## src/rtl/pkt_rx_pkg.sv

```systemverilog
package pkt_rx_pkg;
    localparam int unsigned BUS_W = 32;

    typedef logic [BUS_W-1:0] word_t;

    typedef struct packed {
        logic  avail;
        logic  sop;
        word_t data;
    } bus_in_t;

    typedef enum logic {
        FC_HANDSHAKE = 1'b0,
        FC_INBAND    = 1'b1
    } fc_mode_e;
endpackage

```

## src/rtl/pkt_rx_in_reg.sv

```systemverilog
module pkt_rx_in_reg
    import pkt_rx_pkg::*;
(
    input  logic    clk,
    input  logic    rst_n,
    input  bus_in_t bus_raw,
    output bus_in_t bus_reg
);
    bus_in_t bus_d, bus_q;

    always_comb begin
        bus_d = bus_raw;
    end

    always_ff @(posedge clk) begin
        if (!rst_n) begin
            bus_q <= '0;
        end else begin
            bus_q <= bus_d;
        end
    end

    assign bus_reg = bus_q;
endmodule

```

## src/rtl/pkt_rx_fifo.sv

```systemverilog
module pkt_rx_fifo
    import pkt_rx_pkg::*;
#(
    parameter  int unsigned PKT_WORDS = 16,
    parameter  int unsigned FIFO_PKTS = 4,
    localparam int unsigned DEPTH     = PKT_WORDS * FIFO_PKTS,
    localparam int unsigned PTR_W     = $clog2(DEPTH),
    localparam int unsigned FILL_W    = $clog2(DEPTH + 1),
    localparam int unsigned CNT_W     = $clog2(FIFO_PKTS + 1),
    localparam int unsigned IDX_W     = $clog2(PKT_WORDS)
)(
    input  logic              clk,
    input  logic              rst_n,
    input  logic              push,
    input  word_t             push_data,
    input  logic              commit,
    input  logic              pop,
    output logic              rd_valid,
    output word_t             rd_data,
    output logic [FILL_W-1:0] fill,
    output logic [CNT_W-1:0]  pkt_cnt
);
    typedef struct packed {
        logic [PTR_W-1:0]  wr_ptr;
        logic [PTR_W-1:0]  rd_ptr;
        logic [FILL_W-1:0] fill;
        logic [CNT_W-1:0]  pkt_cnt;
        logic [IDX_W-1:0]  rd_idx;
    } fifo_st_t;

    fifo_st_t st_d, st_q;
    word_t    mem [DEPTH];
    logic     pop_eff;
    logic     pop_last;

    function automatic logic [PTR_W-1:0] ptr_inc(input logic [PTR_W-1:0] p);
        return (p == PTR_W'(DEPTH - 1)) ? '0 : p + 1'b1;
    endfunction

    always_comb begin
        st_d     = st_q;
        pop_eff  = pop && (st_q.pkt_cnt != '0);
        pop_last = pop_eff && (st_q.rd_idx == IDX_W'(PKT_WORDS - 1));

        if (push) begin
            st_d.wr_ptr = ptr_inc(st_q.wr_ptr);
        end
        if (pop_eff) begin
            st_d.rd_ptr = ptr_inc(st_q.rd_ptr);
            st_d.rd_idx = pop_last ? '0 : st_q.rd_idx + 1'b1;
        end
        st_d.fill    = st_q.fill + FILL_W'(push) - FILL_W'(pop_eff);
        st_d.pkt_cnt = st_q.pkt_cnt + CNT_W'(commit) - CNT_W'(pop_last);
    end

    always_ff @(posedge clk) begin
        if (!rst_n) begin
            st_q <= '0;
        end else begin
            st_q <= st_d;
        end
    end

    always_ff @(posedge clk) begin
        if (push) begin
            mem[st_q.wr_ptr] <= push_data;
        end
    end

    assign rd_valid = (st_q.pkt_cnt != '0);
    assign rd_data  = mem[st_q.rd_ptr];
    assign fill     = st_q.fill;
    assign pkt_cnt  = st_q.pkt_cnt;
endmodule

```

## src/rtl/pkt_rx_frame.sv

```systemverilog
module pkt_rx_frame
    import pkt_rx_pkg::*;
#(
    parameter  int unsigned PKT_WORDS = 16,
    parameter  int unsigned FIFO_PKTS = 4,
    parameter  int unsigned IDLE_BIT  = 31,
    localparam int unsigned DEPTH     = PKT_WORDS * FIFO_PKTS,
    localparam int unsigned FILL_W    = $clog2(DEPTH + 1),
    localparam int unsigned IDX_W     = $clog2(PKT_WORDS),
    localparam int          HOLD_LEAD = 5
)(
    input  logic              clk,
    input  logic              rst_n,
    input  fc_mode_e          mode,
    input  bus_in_t           bus,
    input  logic [FILL_W-1:0] fill,
    output logic              push,
    output word_t             push_data,
    output logic              commit,
    output logic              enable,
    output logic              err
);
    typedef struct packed {
        logic             in_pkt;
        logic [IDX_W-1:0] idx;
        logic             keep;
        logic             err;
        logic             enable;
    } frame_st_t;

    frame_st_t        st_d, st_q;
    logic             cur_valid;
    logic [IDX_W-1:0] cur_idx;
    logic             keep_now;
    logic             last;
    logic             room_start;
    logic             room_ok;
    logic             hold;
    int               reserve;

    always_comb begin
        st_d       = st_q;
        cur_valid  = 1'b0;
        cur_idx    = '0;
        keep_now   = st_q.keep;
        room_start = (int'(DEPTH) - int'(fill)) >= int'(PKT_WORDS);

        if (st_q.in_pkt) begin
            cur_valid = 1'b1;
            cur_idx   = st_q.idx;
            if (bus.sop) begin
                st_d.err = 1'b1;
            end
        end else if (bus.sop && (mode == FC_INBAND || bus.avail)) begin
            cur_valid = 1'b1;
            if (!room_start) begin
                keep_now = 1'b0;
                st_d.err = 1'b1;
            end else begin
                keep_now = !(mode == FC_INBAND && bus.data[IDLE_BIT]);
            end
        end

        last    = cur_valid && (cur_idx == IDX_W'(PKT_WORDS - 1));
        push    = cur_valid && keep_now;
        commit  = last && keep_now;
        reserve = (cur_valid && keep_now) ? int'(PKT_WORDS) - int'(cur_idx) : 0;
        room_ok = (int'(DEPTH) - int'(fill) - reserve) >= int'(PKT_WORDS);
        hold    = cur_valid && ((int'(cur_idx) + HOLD_LEAD) < int'(PKT_WORDS));

        st_d.enable = hold ? st_q.enable : room_ok;
        st_d.in_pkt = cur_valid && !last;
        st_d.idx    = (cur_valid && !last) ? cur_idx + 1'b1 : '0;
        st_d.keep   = keep_now;
    end

    always_ff @(posedge clk) begin
        if (!rst_n) begin
            st_q <= '0;
        end else begin
            st_q <= st_d;
        end
    end

    assign push_data = bus.data;
    assign enable    = st_q.enable;
    assign err       = st_q.err;
endmodule

```

## src/rtl/pkt_ingress_rx.sv

```systemverilog
module pkt_ingress_rx
    import pkt_rx_pkg::*;
#(
    parameter  int unsigned PKT_WORDS = 16,
    parameter  int unsigned FIFO_PKTS = 4,
    parameter  int unsigned IDLE_BIT  = 31,
    localparam int unsigned DEPTH     = PKT_WORDS * FIFO_PKTS,
    localparam int unsigned FILL_W    = $clog2(DEPTH + 1),
    localparam int unsigned CNT_W     = $clog2(FIFO_PKTS + 1)
)(
    input  logic             clk,
    input  logic             rst_n,
    input  logic             inband_mode,
    input  logic             up_avail,
    input  logic             up_sop,
    input  logic [31:0]      up_data,
    output logic             up_enable,
    input  logic             rd_ready,
    output logic             rd_valid,
    output logic [31:0]      rd_data,
    output logic [CNT_W-1:0] rd_pkt_cnt,
    output logic             proto_err
);
    bus_in_t           bus_raw;
    bus_in_t           bus_reg;
    logic              fifo_push;
    word_t             fifo_wdata;
    logic              fifo_commit;
    logic [FILL_W-1:0] fifo_fill;

    assign bus_raw = '{avail: up_avail, sop: up_sop, data: up_data};

    pkt_rx_in_reg u_in_reg (
        .clk     (clk),
        .rst_n   (rst_n),
        .bus_raw (bus_raw),
        .bus_reg (bus_reg)
    );

    pkt_rx_frame #(
        .PKT_WORDS (PKT_WORDS),
        .FIFO_PKTS (FIFO_PKTS),
        .IDLE_BIT  (IDLE_BIT)
    ) u_frame (
        .clk       (clk),
        .rst_n     (rst_n),
        .mode      (fc_mode_e'(inband_mode)),
        .bus       (bus_reg),
        .fill      (fifo_fill),
        .push      (fifo_push),
        .push_data (fifo_wdata),
        .commit    (fifo_commit),
        .enable    (up_enable),
        .err       (proto_err)
    );

    pkt_rx_fifo #(
        .PKT_WORDS (PKT_WORDS),
        .FIFO_PKTS (FIFO_PKTS)
    ) u_fifo (
        .clk       (clk),
        .rst_n     (rst_n),
        .push      (fifo_push),
        .push_data (fifo_wdata),
        .commit    (fifo_commit),
        .pop       (rd_ready),
        .rd_valid  (rd_valid),
        .rd_data   (rd_data),
        .fill      (fifo_fill),
        .pkt_cnt   (rd_pkt_cnt)
    );
endmodule

```

## config.mk

```make
export PLATFORM = sky130hd
export DESIGN_NAME = pkt_ingress_rx
export DESIGN_NICKNAME = d
export VERILOG_FILES = /design/src/rtl/pkt_rx_pkg.sv /design/src/rtl/pkt_rx_in_reg.sv /design/src/rtl/pkt_rx_fifo.sv /design/src/rtl/pkt_rx_frame.sv /design/src/rtl/pkt_ingress_rx.sv
export SDC_FILE = /design/constraint.sdc
export NUM_CORES = 2
export LEC_CHECK = 0
export ABC_AREA = 1
export BUFFER_PORTS_ARGS = -buffer_cell sky130_fd_sc_hd__buf_2
export CORE_MARGIN = 1.5
export CORE_UTILIZATION = 38
export DETAILED_ROUTE_END_ITERATION = 10
export SLEW_MARGIN = 0
export SYNTH_ARGS = -nofsm -noshare
export SYNTH_HDL_FRONTEND = slang
export SYNTH_HIERARCHICAL = 1
export SYNTH_SLANG_ARGS = --single-unit
```

## constraint.sdc

```tcl
create_clock -name clk -period 9.85 [get_ports clk]
set_clock_uncertainty 0.2 [all_clocks]
set_input_delay 0.4925 -clock clk [delete_from_list [all_inputs] [get_ports clk]]
set_output_delay 0.4925 -clock clk [all_outputs]
set_load 0.005 [all_outputs]
```

# Word level (Yosys, flattened, before mapping)
# Memories as Yosys holds them, arrays and structs flattened. A register that Yosys moved wholly into a read port is not among the register bits.
# Index checks and enable logic that the tools add are counted.
dict set report totals {
  word_cells 69
  memories 1
  ram_bits 2048
  register_bits 68
}
dict set report classes {
  magnitude_cmp 3
  add_sub_neg 12
  muxes 18
  reduce_logical 16
  eq_ne 6
}
# memory depth word_bits read_ports rd_clocked_by_memory_dff wr line_no
set memory_table {}
lappend memory_table {u_fifo.mem 64 32 1 1 1 pkt_rx_fifo.sv:32} ;# word_t mem [DEPTH];
# cell n
set ops {}
lappend ops {{32-bit by 6-bit >= comparator with 1-bit output (second input constant)} 1}
lappend ops {{32-bit by 6-bit < comparator with 1-bit output (second input constant)} 1}
lappend ops {{32-bit 2-to-1 mux} 1}
lappend ops {{8-bit by 32-bit subtractor with 32-bit output} 1}
lappend ops {{6-bit 2-to-1 mux} 4}
lappend ops {{6-bit by 1-bit adder with 6-bit output (second input constant)} 2}
lappend ops {{6-bit equality test (second input constant)} 2}
lappend ops {{1-bit 2-to-1 mux} 11}
lappend ops {{1-bit logical AND} 9}
lappend ops {{4-bit by 1-bit adder with 4-bit output (second input constant)} 2}
lappend ops {{4-bit equality test (second input constant)} 2}
lappend ops {{8-bit by 6-bit >= comparator with 1-bit output (second input constant)} 1}
lappend ops {{4-bit 2-to-1 mux} 2}
lappend ops {{7-bit by 7-bit subtractor with 8-bit output (first input constant)} 1}
lappend ops {{7-bit by 1-bit adder with 7-bit output} 1}
lappend ops {{7-bit by 1-bit subtractor with 7-bit output} 1}
lappend ops {{5-bit by 4-bit subtractor with 6-bit output (first input constant)} 1}
lappend ops {{4-bit by 3-bit adder with 5-bit output (second input constant)} 1}
lappend ops {{3-bit by 1-bit adder with 3-bit output} 1}
lappend ops {{3-bit AND reduction} 1}
lappend ops {{3-bit nonzero test} 1}
lappend ops {{3-bit by 1-bit subtractor with 3-bit output} 1}
lappend ops {{1-bit zero test} 2}
lappend ops {{2-bit by 1-bit != test with 1-bit output (second input constant)} 1}
lappend ops {{4 further kinds} 4}

# Logic depth before layout (Yosys ltp)
dict set report logic_depth {
  depth_word 9
  ltp_mapped 31
  mapped_depth_nobuf 30
}

# Hierarchy
# The synthesis kept the hierarchy.
# module area_each_um2 cells_each seq_area_each_um2 n_inst
set by_module_without_submodules {}
lappend by_module_without_submodules {pkt_rx_fifo 83710.3 6931 62139.6 1}
lappend by_module_without_submodules {pkt_rx_frame 1398.8 210 160.2 1}
lappend by_module_without_submodules {pkt_rx_in_reg 977.2 106 680.7 1}

# Worst setup path before layout
# OpenSTA, ideal clock, no wires.
dict set report synth_timing {
  kind {register -> register}
  from {register u_fifo.st_q (netlist bit u_fifo/fill[0])}
  to {memory u_fifo/mem[47][0] (netlist name), enable pin}
  t_arrival_ps 4874
  path_stages_with_launch 16
  setup_slack_ps 4274
  period_less_slack_ps 5576
  t_required_ps 9149
  path_cell_list {dfxtp_1 -> buf_4 -> inv_1 -> ha_1 -> nand4_1 -> nand2_1 -> inv_2 -> a31oi_2 -> nand2_1 -> nand2_1 -> nand2_1 -> inv_2 -> nand2_1 -> nor2_1 -> inv_1 -> nor4_1}
}
dict set report synth_between {
  elab_chain_cells 8
}
# item line_no
set synth_rtl {}
lappend synth_rtl {{start, declared} pkt_rx_fifo.sv:31} ;# fifo_st_t st_d, st_q;
lappend synth_rtl {{start signal, assigned} pkt_rx_fifo.sv:60} ;# st_q <= st_d;
lappend synth_rtl {{7-bit by 7-bit subtractor with 8-bit output} pkt_rx_frame.sv:46} ;# room_start = (int'(DEPTH) - int'(fill)) >= int'(PKT_WORDS);
lappend synth_rtl {{8-bit by 6-bit >= comparator with 1-bit output} pkt_rx_frame.sv:46}
lappend synth_rtl {{1-bit 2-to-1 mux} pkt_rx_frame.sv:56} ;# if (!room_start) begin
lappend synth_rtl {{1-bit 2-to-1 mux} pkt_rx_frame.sv:54} ;# end else if (bus.sop && (mode == FC_INBAND || bus.avail)) begin
lappend synth_rtl {{1-bit 2-to-1 mux} pkt_rx_frame.sv:48} ;# if (st_q.in_pkt) begin
lappend synth_rtl {{1-bit logical AND} pkt_rx_frame.sv:65} ;# push = cur_valid && keep_now;
lappend synth_rtl {{net fifo_push} pkt_ingress_rx.sv:26} ;# logic fifo_push;
lappend synth_rtl {{1-bit 2-to-1 mux} pkt_rx_fifo.sv:65} ;# if (push) begin
lappend synth_rtl {{1-bit 2-to-1 mux (not written as such)} pkt_rx_fifo.sv:66} ;# mem[st_q.wr_ptr] <= push_data;
lappend synth_rtl {{end, declared} pkt_rx_fifo.sv:32}
# The timed path passes the listed nets, and every way through them passes these cells.

==> results_dict.tcl <==
set metrics [dict create \
    p_per_area_nw_per_um2 188.6 \
    clk_path_buf_depth 3 \
    synthCells 7247 \
    die_h_um 479.0 \
    grt_usage_pct 20.19 \
    grt_max_degree 216 \
    finalCritPeriodShare_pct 63.93 \
    synth_top_area_cell "edfxtp_1" \
    drt_iter0_drc 6359 \
    routabilityCongestion 0.7952 \
    fin_crit_ns 6.297 \
    crit_type "flop to output pin" \
    worstReg2RegEnd "u_frame/enable" \
    finalSetupTns_ns 0 \
    rows 174 \
    ff2ff_setup_slack_ns 5.24 \
    status "finished, final reports clean" \
    drc_errors 0 \
    syn-cell-area_um2 86090 \
    synth-seq-area-share_pct 73.16 \
    grt_pass1_vias 53330 \
    grt_busiest_layer "met2" \
    fin_util_pct 42.67 \
    routedWlPerCell_um 22.83 \
    start_kind "flop" \
    design_area_um2 95970 \
    ys_warn_count 6 \
    routed_wl_um 236500 \
    hold_class "primary input to flop" \
    instances_no_fill 10360 \
    arrival_ns 5.60 \
    htree_levels 4 \
    synth_top_area_share_pct 71.44 \
    worst_hold_startpoint "rst_n" \
    ff2ff_path_depth 27 \
    r2r_start "u_fifo/fill[0]" \
    yosys-top-cells-area "edfxtp_1, nand3_1, nand2_1, dfxtp_1, buf_2" \
    pin_count 76 \
    antenna_found_initial 4 \
    grt_setup_unrepaired "no" \
    final_max_slew_viol_count 0 \
    die_w_um 479.0 \
    syn_nets 7318 \
    cts-root-buf "clkbuf_16" \
    grt_use_met2_pct 32.74 \
    fin_nets 7273 \
    initial_utilization_pct 38.28 \
    final_cell_mix "nand2_1, edfxtp_1, nand3_1, clkbuf_16, buf_4" \
    slew_headroom_pct 16.13 \
    cp-end-kind "output pin" \
    vias_per_cell 5.400 \
    path_max_fanout 172 \
    whs_ns 0.09028 \
    grt_pass1_wl_um 349100 \
    timing.fmax_mhz 158.8 \
    place_inst 9945 \
    required_ns 9.16 \
    cts_made_buffers 211 \
    ir_drop_v 0.0001685 \
    grt_overflow 0 \
    yosysUniqueCellTypes 42 \
    dieArea_um2 229400 \
    p_leak_nw 34.80 \
    postCtsSetupRepairBufs 0 \
    setup_viol 0 \
    place_area_um2 89070 \
    portBuffers 75 \
    min_to "u_in_reg/bus_reg[27]" \
    grt_use_met1_pct 27.79 \
    met3_usage_pct 3.213 \
    cts_sinks 2122 \
    maxCapViolations 0 \
    hold_violations 0 \
    path_clk_slew_ns 0.06 \
    postSynthAreaPerCell_um2 11.88 \
    synthToLayoutAreaGrowth_pct 11.48 \
    fp.coreArea_um2 224900 \
    ys_ff_latch 2122 \
    dpl.hpwl_um 115800 \
    largest_reg_flops 2048 \
    dr.pass1.iters 9 \
    tightest_slew_ns 1.258 \
    vias 55930 \
    cts_tree "done" \
    final_common_cell "nand2_1" \
    worstHoldPathCells 4 \
    drive_gt1_share_pct 8.229 \
    drtAntennaViolNets 0 \
    clkLatencyLatePin_ns 0.84 \
]
[where the power goes]
part	internal (W)	total [W]	switching, W
Combinational	0.000138	0.000423	0.000285
Clock	0.00435	0.00769	0.00335
Sequential	0.00991	0.00999	0.0000718
[layer usage]
metal  wire length [µm]  vias up
met3              18930      381
met2             111700     2368
met1              98740    27760
met4               7138        0
met5                  0        -
li1                   -    25420
[worst max-delay path, stage by stage (launching register included)]
cell	delay [ns]
dfxtp_4	0.75
buf_4	0.84
buf_12	0.72
buf_4	0.90
nand3_1	0.15
nand3_1	0.13
nand3_1	0.12
nand3_1	0.16
nand2_1	0.15
nand2_1	0.17
nand2_1	0.16
buf_2	0.17
[per-stage QoR]
step,power (W),setup WS [ns]
after floorplan,0.01044,4.274
after global placement,0.01058,4.644
after detailed placement,0.01059,4.618
after CTS,0.01820,3.707
after global routing,0.01859,3.456
final,0.01810,3.553
[cells in the mapped netlist (all sizes together)]
cell    number
dfxtp       74
clkbuf      90
a21o         1
xnor2        3
o21ai       14
nand2     2347
xor2        10
o21a         1
nor3        15
nand3     1929
o31ai        1
nand3b       1
a31oi        1
nand2b       1
o21bai       1
a21oi       19
nor2       122
ha          30
fa           3
nand4        6
buf        406
clkinv       2
or2          4
nor4         1
nor3b        2
inv        115
edfxtp    2048
[kinds of logic after synthesis]
group                    Yosys count  synth area share (%)
AND/OR/NAND/NOR                 4428                 22.23
AO/OA/AOI/OAI                     38                0.2500
XOR/XNOR                          13                0.1410
buffers and inverters            613                 3.715
adder cells (fa/ha/maj)           33                0.5058
flip-flops                      2122                 73.16
[area by class of cell]
class | instances | area (µm²)
diodes | 1 | 2.502
inverters | 117 | 476.7
fillers | 20520 | 128900
well taps | 2992 | 3744
clock buffers | 265 | 5658
multi-input cells | 4512 | 20380
clock inverters | 110 | 874.6
repair buffers | 238 | 1789
flip-flops and latches | 2122 | 63040
[how the worst max path moves through the flow]
| stage | end | slack, ns | cells after the start |
|---|---|---|---|
| 3_3_place_gp | rd_data[20] | 4.64 | 11 |
| 2_1_floorplan | u_fifo/mem[47][0] | 4.27 | 15 |
| 5_1_grt | rd_data[20] | 3.46 | 11 |
| 4_1_cts | rd_data[20] | 3.71 | 11 |
| 6_report | rd_data[20] | 3.55 | 11 |
| 3_5_place_dp | rd_data[20] | 4.62 | 11 |
[repair_timing]
action                                 in CTS  in global routing
resized for setup                           0                  0
endpoints found under the hold margin      40                  0
hold buffers                               36                  0
Note: power is estimated with default switching activity, not from simulation.
